==> config.mk <==
export PLATFORM = sky130hd
export DESIGN_NAME = rtc_i2c_target
export DESIGN_NICKNAME = d
export VERILOG_FILES = /design/src/rtl/rtc_i2c_pkg.sv /design/src/rtl/rtc_i2c_sync.sv /design/src/rtl/rtc_i2c_regfile.sv /design/src/rtl/rtc_i2c_target.sv
export SDC_FILE = /design/constraint.sdc
export NUM_CORES = 1
export LEC_CHECK = 0
export ABC_AREA = 0
export BUFFER_PORTS_ARGS = -buffer_cell sky130_fd_sc_hd__buf_4
export CAP_MARGIN = 20
export CORE_MARGIN = 3
export CORE_UTILIZATION = 35
export CTS_BUF_LIST = sky130_fd_sc_hd__clkbuf_8
export DETAILED_ROUTE_END_ITERATION = 12
export PLACE_DENSITY = 0.58
export SLEW_MARGIN = 25
export SYNTH_ARGS = -nofsm -noshare
export SYNTH_HDL_FRONTEND = slang
export SYNTH_HIERARCHICAL = 1
export SYNTH_SLANG_ARGS = --single-unit
==> constraint.sdc <==
create_clock -name clk -period 2.9 [get_ports clk]
set_input_delay 0.145 -clock clk [delete_from_list [all_inputs] [get_ports clk]]
set_output_delay 0.145 -clock clk [all_outputs]
set_load 0.02 [all_outputs]
==> src/rtl/rtc_i2c_pkg.sv <==
package rtc_i2c_pkg;
  localparam int BYTE_W = 8;

  typedef enum logic [2:0] {
    ST_IDLE,
    ST_DEVADDR,
    ST_WADDR,
    ST_WDATA,
    ST_ACK,
    ST_RDATA,
    ST_RACK
  } tgt_state_e;
endpackage

==> src/rtl/rtc_i2c_sync.sv <==
module rtc_i2c_sync #(
  parameter int STAGES = 2
) (
  input  logic clk,
  input  logic rst_n,
  input  logic scl_i,
  input  logic sda_i,
  output logic scl_q,
  output logic sda_q,
  output logic scl_rise,
  output logic scl_fall,
  output logic start_det,
  output logic stop_det
);
  localparam int LINES = 2;

  logic [LINES-1:0] raw;
  logic [LINES-1:0] synced;
  logic [LINES-1:0] prev_q;

  assign raw = {scl_i, sda_i};

  for (genvar g = 0; g < LINES; g++) begin : g_line
    logic [STAGES-1:0] chain_q;
    always_ff @(posedge clk) begin
      if (!rst_n) chain_q <= '1;
      else        chain_q <= {chain_q[STAGES-2:0], raw[g]};
    end
    assign synced[g] = chain_q[STAGES-1];
  end

  always_ff @(posedge clk) begin
    if (!rst_n) prev_q <= '1;
    else        prev_q <= synced;
  end

  assign scl_q     = synced[1];
  assign sda_q     = synced[0];
  assign scl_rise  = synced[1] & ~prev_q[1];
  assign scl_fall  = ~synced[1] & prev_q[1];
  // Bus conditions: SDA edge while SCL stays high
  assign start_det = synced[1] & prev_q[1] & prev_q[0] & ~synced[0];
  assign stop_det  = synced[1] & prev_q[1] & ~prev_q[0] & synced[0];
endmodule

==> src/rtl/rtc_i2c_regfile.sv <==
module rtc_i2c_regfile #(
  parameter int DEPTH = 64,
  parameter int AW    = $clog2(DEPTH)
) (
  input  logic          clk,
  input  logic          rst_n,
  input  logic          we,
  input  logic [AW-1:0] waddr,
  input  logic [7:0]    wdata,
  input  logic [AW-1:0] raddr,
  output logic [7:0]    rdata
);
  logic [7:0] mem_q [DEPTH];

  always_ff @(posedge clk) begin
    if (!rst_n) begin
      for (int i = 0; i < DEPTH; i++) mem_q[i] <= '0;
    end else if (we) begin
      mem_q[waddr] <= wdata;
    end
  end

  assign rdata = mem_q[raddr];
endmodule

==> src/rtl/rtc_i2c_target.sv <==
module rtc_i2c_target
  import rtc_i2c_pkg::*;
#(
  parameter logic [6:0] DEV_ADDR    = 7'h68,
  parameter int         DEPTH       = 64,
  parameter int         SYNC_STAGES = 2
) (
  input  logic clk,
  input  logic rst_n,
  input  logic scl_i,
  input  logic sda_i,
  output logic sda_oe
);
  localparam int AW  = $clog2(DEPTH);
  localparam int CW  = $clog2(BYTE_W);
  localparam logic [CW-1:0] LAST_BIT = CW'(BYTE_W - 1);

  logic scl_s, sda_s, scl_rise, scl_fall, start_det, stop_det;

  rtc_i2c_sync #(.STAGES(SYNC_STAGES)) u_sync (
    .clk(clk), .rst_n(rst_n), .scl_i(scl_i), .sda_i(sda_i),
    .scl_q(scl_s), .sda_q(sda_s), .scl_rise(scl_rise), .scl_fall(scl_fall),
    .start_det(start_det), .stop_det(stop_det)
  );

  tgt_state_e        state_q, ack_next_q;
  logic [CW-1:0]     bitcnt_q;
  logic [BYTE_W-1:0] shift_q, byte_in, rdata;
  logic [AW-1:0]     ptr_q;
  logic              sda_oe_q, mack_q, we;

  assign byte_in = {shift_q[BYTE_W-2:0], sda_s};
  assign we = (state_q == ST_WDATA) && scl_rise && (bitcnt_q == LAST_BIT)
              && !start_det && !stop_det;

  rtc_i2c_regfile #(.DEPTH(DEPTH), .AW(AW)) u_regs (
    .clk(clk), .rst_n(rst_n), .we(we), .waddr(ptr_q), .wdata(byte_in),
    .raddr(ptr_q), .rdata(rdata)
  );

  always_ff @(posedge clk) begin
    if (!rst_n) begin
      state_q    <= ST_IDLE;
      ack_next_q <= ST_IDLE;
      bitcnt_q   <= '0;
      shift_q    <= '0;
      ptr_q      <= '0;
      sda_oe_q   <= 1'b0;
      mack_q     <= 1'b0;
    end else if (start_det) begin
      state_q  <= ST_DEVADDR;
      bitcnt_q <= '0;
      sda_oe_q <= 1'b0;
    end else if (stop_det) begin
      state_q  <= ST_IDLE;
      sda_oe_q <= 1'b0;
    end else begin
      case (state_q)
        ST_DEVADDR: if (scl_rise) begin
          shift_q  <= byte_in;
          bitcnt_q <= bitcnt_q + 1'b1;
          if (bitcnt_q == LAST_BIT) begin
            if (byte_in[7:1] == DEV_ADDR) begin
              state_q    <= ST_ACK;
              ack_next_q <= byte_in[0] ? ST_RDATA : ST_WADDR;
            end else begin
              state_q <= ST_IDLE;
            end
          end
        end
        ST_WADDR: if (scl_rise) begin
          shift_q  <= byte_in;
          bitcnt_q <= bitcnt_q + 1'b1;
          if (bitcnt_q == LAST_BIT) begin
            ptr_q      <= byte_in[AW-1:0];
            state_q    <= ST_ACK;
            ack_next_q <= ST_WDATA;
          end
        end
        ST_WDATA: if (scl_rise) begin
          shift_q  <= byte_in;
          bitcnt_q <= bitcnt_q + 1'b1;
          if (bitcnt_q == LAST_BIT) begin
            ptr_q      <= ptr_q + AW'(1);
            state_q    <= ST_ACK;
            ack_next_q <= ST_WDATA;
          end
        end
        ST_ACK: if (scl_fall) begin
          if (!sda_oe_q) begin
            sda_oe_q <= 1'b1;
          end else begin
            bitcnt_q <= '0;
            if (ack_next_q == ST_RDATA) begin
              shift_q  <= rdata;
              sda_oe_q <= ~rdata[BYTE_W-1];
            end else begin
              sda_oe_q <= 1'b0;
            end
            state_q <= ack_next_q;
          end
        end
        ST_RDATA: if (scl_fall) begin
          if (bitcnt_q == LAST_BIT) begin
            sda_oe_q <= 1'b0;
            state_q  <= ST_RACK;
          end else begin
            bitcnt_q <= bitcnt_q + 1'b1;
            shift_q  <= shift_q << 1;
            sda_oe_q <= ~shift_q[BYTE_W-2];
          end
        end
        ST_RACK: begin
          if (scl_rise) begin
            mack_q <= ~sda_s;
            if (!sda_s) ptr_q <= ptr_q + AW'(1);
          end
          if (scl_fall) begin
            if (mack_q) begin
              shift_q  <= rdata;
              sda_oe_q <= ~rdata[BYTE_W-1];
              bitcnt_q <= '0;
              state_q  <= ST_RDATA;
            end else begin
              state_q <= ST_IDLE;
            end
          end
        end
        default: ;
      endcase
    end
  end

  assign sda_oe = sda_oe_q;

  // the drive only moves in a cycle that followed a low synchronized SCL
  assert_sda_moves_scl_low_R9: assert property (@(posedge clk) disable iff (!rst_n)
    !$stable(sda_oe_q) |-> !$past(scl_s));

  // a START always restarts address reception
  assert_start_restarts_R2: assert property (@(posedge clk) disable iff (!rst_n)
    start_det |=> state_q == ST_DEVADDR);

  // a master NACK on the ninth clock leaves the pointer untouched
  assert_ptr_hold_on_nack_R6: assert property (@(posedge clk) disable iff (!rst_n)
    (state_q == ST_RACK && scl_rise && sda_s && !start_det && !stop_det)
      |=> ptr_q == $past(ptr_q));

  // an idle target never pulls the line
  assert_idle_released_R7: assert property (@(posedge clk) disable iff (!rst_n)
    state_q == ST_IDLE |-> !sda_oe_q);

  // exactly one store per received data byte
  assert_single_store_R5: assert property (@(posedge clk) disable iff (!rst_n)
    we |=> !we);
endmodule

Word-level counts from Yosys, hierarchy flattened. Memories as Yosys holds them, arrays and structs flattened. A register that Yosys moved wholly into a read port is not among the register bits. Index checks and enable logic that the tools add are counted.

Bits of input ports: 4. Register bits: 30. Memories: 1. RAM bits: 512.

Memory list: u_regs.mem_q (depth 64, width 8, rd ports 1, clocked after memory_dff 1, write ports 64, line rtc_i2c_regfile.sv:13) `logic [7:0] mem_q [DEPTH];`.

Multiplexer cells: 62. Eq/ne operators: 38. Bitwise gates (word level): 16. Reductions and logical operators: 25. Add/subtract/negate cells: 2.

Operators by type and width (count): $mux W3 (24); $mux W7 (8); $mux W6 (9); $ne A2 B2 Y1 const B (16); $ne A4 B4 Y1 const B (7); $pmux W7 S4 (1); $reduce_and A10 Y1 (2); $pmux W6 S3 (1); $reduce_and A9 Y1 (2); $eq A3 B3 Y1 const B (5); $pmux W3 S5 (1); $mux W1 (14); $pmux W3 S4 (1); $reduce_and A11 Y1 (1); $not A1 Y1 (9); $mux W8 (1); $ne A2 B1 Y1 const B (4); $ne A4 B1 Y1 const B (2); $reduce_and A8 Y1 (1); $reduce_or A8 Y1 (1); $and A1 B1 Y1 (7); $eq A7 B7 Y1 const B (1); $reduce_bool A7 Y1 (1); $add A6 B1 Y6 const B (1); other kinds (15) (23).

Depth between registers and ports, before layout.
Depth in word-level cells: 11. Gate-level depth with buffers: 11. Depth with buffers taken out: 9.

Hierarchy. The synthesis kept the hierarchy.

Modules (own cells, without submodules): rtc_i2c_regfile (instances 1, seq. area each 15374.7 um^2, area each 23958.0 um^2, cells each 1582); rtc_i2c_target (instances 1, seq. area each 480.5 um^2, area each 1617.8 um^2, cells each 194); rtc_i2c_sync (instances 1, seq. area each 120.1 um^2, area each 190.2 um^2, cells each 16).

Least setup slack after synthesis. No wires, ideal clock.

Path type: reg2reg. Start point: register u_sync.g_line[0].chain_q[1]. End point: memory u_regs.mem_q[39][0], enable pin. Stages on the path, launching flop included: 9. Period minus slack after synthesis: 3003 ps. Setup slack: -103 ps. Data arrival time: 2619 ps. Required time: 2516 ps. Library setup time: 384 ps. Path through: dfxtp_1 and4b_1 and4bb_2 and3_1 nand2_1 or4b_1 clkbuf_1 clkbuf_1 o21ai_0.

RTL lines: start, declared (line rtc_i2c_sync.sv:24) `logic [STAGES-1:0] chain_q;`; start signal, assigned (line rtc_i2c_sync.sv:27) `else chain_q <= {chain_q[STAGES-2:0], raw[g]};`; end, declared (line rtc_i2c_regfile.sv:13).

==> impl_metrics.ini <==
[timing]
fmax_mhz = 350
final-hold-violation-count = 0
min_period_ns = 2.86
maxSlewViolCount = 0
worst_hold_slack_ns = 0.186
rsz0062_at_grt = yes
setup_viol = 0
fin_crit_sh = 0.986
fin_ws_ns = 0.0407
slew-limit-headroom = 0.376
worstMarginPinSlew_ns = 0.936
clock_skew_ns = 0.0511

[logic_synthesis]
muxShareOfSynthArea = 0.130
synth_edf_count = 512
yosysUniqueCellTypes = 76
ys_seq_area_frac = 0.620
synthCells = 1792
synth-warning-count = 6
synth_compound_area_frac = 0.0474
synth_top_flop_cell = edfxtp_1
synthArstFlopShare = 0
synthAdderAreaFrac = 0.00146
synthSimpleGateAreaFrac = 0.171
synth_nets = 1799
syn_area_per_cell_um2 = 14.4
synthXorXnorAreaFrac = 0.00131
synthesis.area_mm2 = 0.0258
ys_seq_elements = 542
synth_top_family_by_area = simple AND/OR/NAND/NOR gates

[global_routing]
antenna_found_initial = 1
grt_max_degree = 74
grt_pass1_vias = 15800
overflow = 0
grt.total_usage = 0.175
grt_pass1_wl_um = 102000

[clocking]
cts_buffer_depth = 3
clk_latency_ns = 0.70
clock-sinks = 542
ctsRootBufferMaster = clkbuf_8
cts_buffers = 91
htreeDepth = 3
cts_tree = done
path_clk_slew_ns = 0.06

[power]
p_total_uw = 16200
p_leak_uw = 0.0102
peakVddDrop_v = 0.000322
power_density_mw_per_mm2 = 548

[finish]
fin_cells = 2963
drive_above_1_share = 0.237
finalNetCount = 1945
syn_to_final_growth_pct = 14.9

[placement]
dp.cells = 2791
placement.io_buffers = 4
hpwl_um = 42600
routabilityCongestion = 0.820
post-place-ws_ns = 0.0103

[floorplanning]
rows = 98
io_pins = 5
die_x_um = 277
core_mm2 = 0.0722
die_y_um = 277
start_util = 0.357
dieArea_mm2 = 0.0769

[worst_setup_path]
setup.worst_path.end_class = flop
arrival_ns = 3.50
startpoint_type = flop
crit_fanout = 14
worst-setup-path-type = reg2reg
crit_required_ns = 3.54
reg2reg_depth = 10

[drt]
drt_iter0_markers = 1471
routed_wl_um = 67400
wl_per_cell_um = 22.7
via_per_inst = 5.24
num_vias = 15500
drcViolationCount = 0
ant_nets = 0
firstDrtPassIters = 5

[min_path]
hp-class = in2reg
hold_depth = 3

[job]
max_cap_viol_count = 0

[outcome]
status = complete, no violations
==> routing by layer <==
layer  track usage  vias to the layer above  share of wire
li1              -                     6976              -
met1         0.240                     7927           0.43
met2         0.280                      515           0.48
met3        0.0313                      113          0.065
met4        0.0630                        0          0.027
met5             0                        -              0
==> cell usage after synthesis, drive strengths merged, types with 3 or more instances <==
master | instances | area [µm²]
o21a | 3 | 22.5
nand2b | 14 | 87.6
a21o | 6 | 45.0
a21oi | 12 | 60.1
nand3b | 9 | 67.6
clkbuf | 87 | 327
mux2 | 25 | 282
and3 | 3 | 18.8
and2 | 517 | 3230
o22ai | 26 | 163
or3b | 4 | 35.0
nor2 | 74 | 305
a211oi | 17 | 128
a21boi | 3 | 22.5
buf | 54 | 390
inv | 5 | 18.8
or3 | 3 | 18.8
mux2i | 22 | 220
mux4 | 124 | 2860
a221oi | 4 | 35.0
or4 | 4 | 30.0
o221ai | 4 | 35.0
a22oi | 8 | 60.1
nor3 | 8 | 40.0
nand2 | 39 | 146
dfxtp | 30 | 601
nand3 | 20 | 100
o211ai | 5 | 47.5
nor2b | 20 | 125
edfxtp | 512 | 15400
o21ai | 80 | 400
or2 | 9 | 56.3
ha | 3 | 37.5
a311oi | 3 | 26.3
==> critical path: stages (launching register included) <==
cell	delay [ns]
dfxtp_4	0.43
buf_12	0.18
mux4_1	0.56
mux2_2	0.31
a22oi_1	0.22
a211oi_2	0.14
a21o_1	0.23
nor4bb_2	0.29
a211oi_1	0.09
a211oi_1	0.19
o21a_1	0.16
==> cell usage in the layout, fill, tap and decap left out, types with 19 or more instances in the layout <==
master / count
and2_1: 517
buf_4: 183
clkbuf_8: 93
clkinv_1: 25
dfxtp_1: 19
edfxtp_1: 512
inv_1: 31
mux2i_1: 22
mux4_2: 106
nand2_1: 39
nand3_1: 20
nor2_1: 63
nor2b_1: 20
o21ai_0: 75
o22ai_1: 25
==> metrics by stage <==
| step | TNS, ns | utilization | cell area [µm²] |
|---|---|---|---|
| 2_1_floorplan | -6.44 | - | 25800 |
| 3_3_place_gp | 0 | 0.385 | 27800 |
| 3_5_place_dp | 0 | 0.385 | 27800 |
| 4_1_cts | 0 | 0.409 | 29600 |
| 5_1_grt | -0.0834 | 0.410 | 29600 |
| 6_report | 0 | 0.410 | 29600 |
==> cell families (layout without fill, tap and decap cells) <==
family                     count (synthesis)  in the layout
AOI/OAI and AO/OA                        189            189
xor gates and xnor gates                   3              3
adders and majority gates                  3              3
buffers and inverters                    146            365
DFF                                      542            542
muxes                                    171            171
other                                      0              2
and+or+nand+nor                          738            738
==> flip-flops by register name, indices dropped and copies added (netlist names) <==
signal and flops:
bitcnt_q 3, u_regs/mem_q 512, state_q 3, u_sync/prev_q 2, u_sync/g_line.chain_q 4, ptr_q 6, mack_q 1, shift_q 7
ack_next_q 3, sda_oe 1
==> final timing paths <==
path | startpoint | end | slack [ns]
setup reg to reg | ptr_q[0]$_SDFFE_PN0P_ | sda_oe$_SDFFE_PP0P_ | 0.04
setup / recovery | ptr_q[0]$_SDFFE_PN0P_ | sda_oe$_SDFFE_PP0P_ | 0.04
hold / removal | sda_i | u_sync/g_line[0].chain_q[0]$_SDFF_PN1_ | 0.19
hold reg to reg | u_sync/g_line[1].chain_q[0]$_SDFF_PN1_ | u_sync/g_line[1].chain_q[1]$_SDFF_PN1_ | 0.43
==> area by class of cell <==
cell class / instances / area, µm²
clock buffer: 93 / 1280
sequential: 542 / 16000
inverter: 5 / 18.8
tap: 950 / 1190
timing repair buffer: 194 / 1570
fill: 6579 / 42600
antenna: 2 / 5.00
clock inverter: 73 / 469
multi-input combinational: 1104 / 9080
==> report_power, final <==
group | switching, µW | total (µW) | internal, µW
Combinational | 311 | 548 | 237
Sequential | 127 | 9030 | 8900
Clock | 3110 | 6640 | 3520
==> what timing repair did <==
item,CTS,global route
pin swaps,0,1
setup buffers,1,0
endpoints found under the hold margin,4,0
gates resized for setup,0,7
hold buffers,3,0
setup endpoints to repair,1,90
Power figures use the tool's default switching activity.
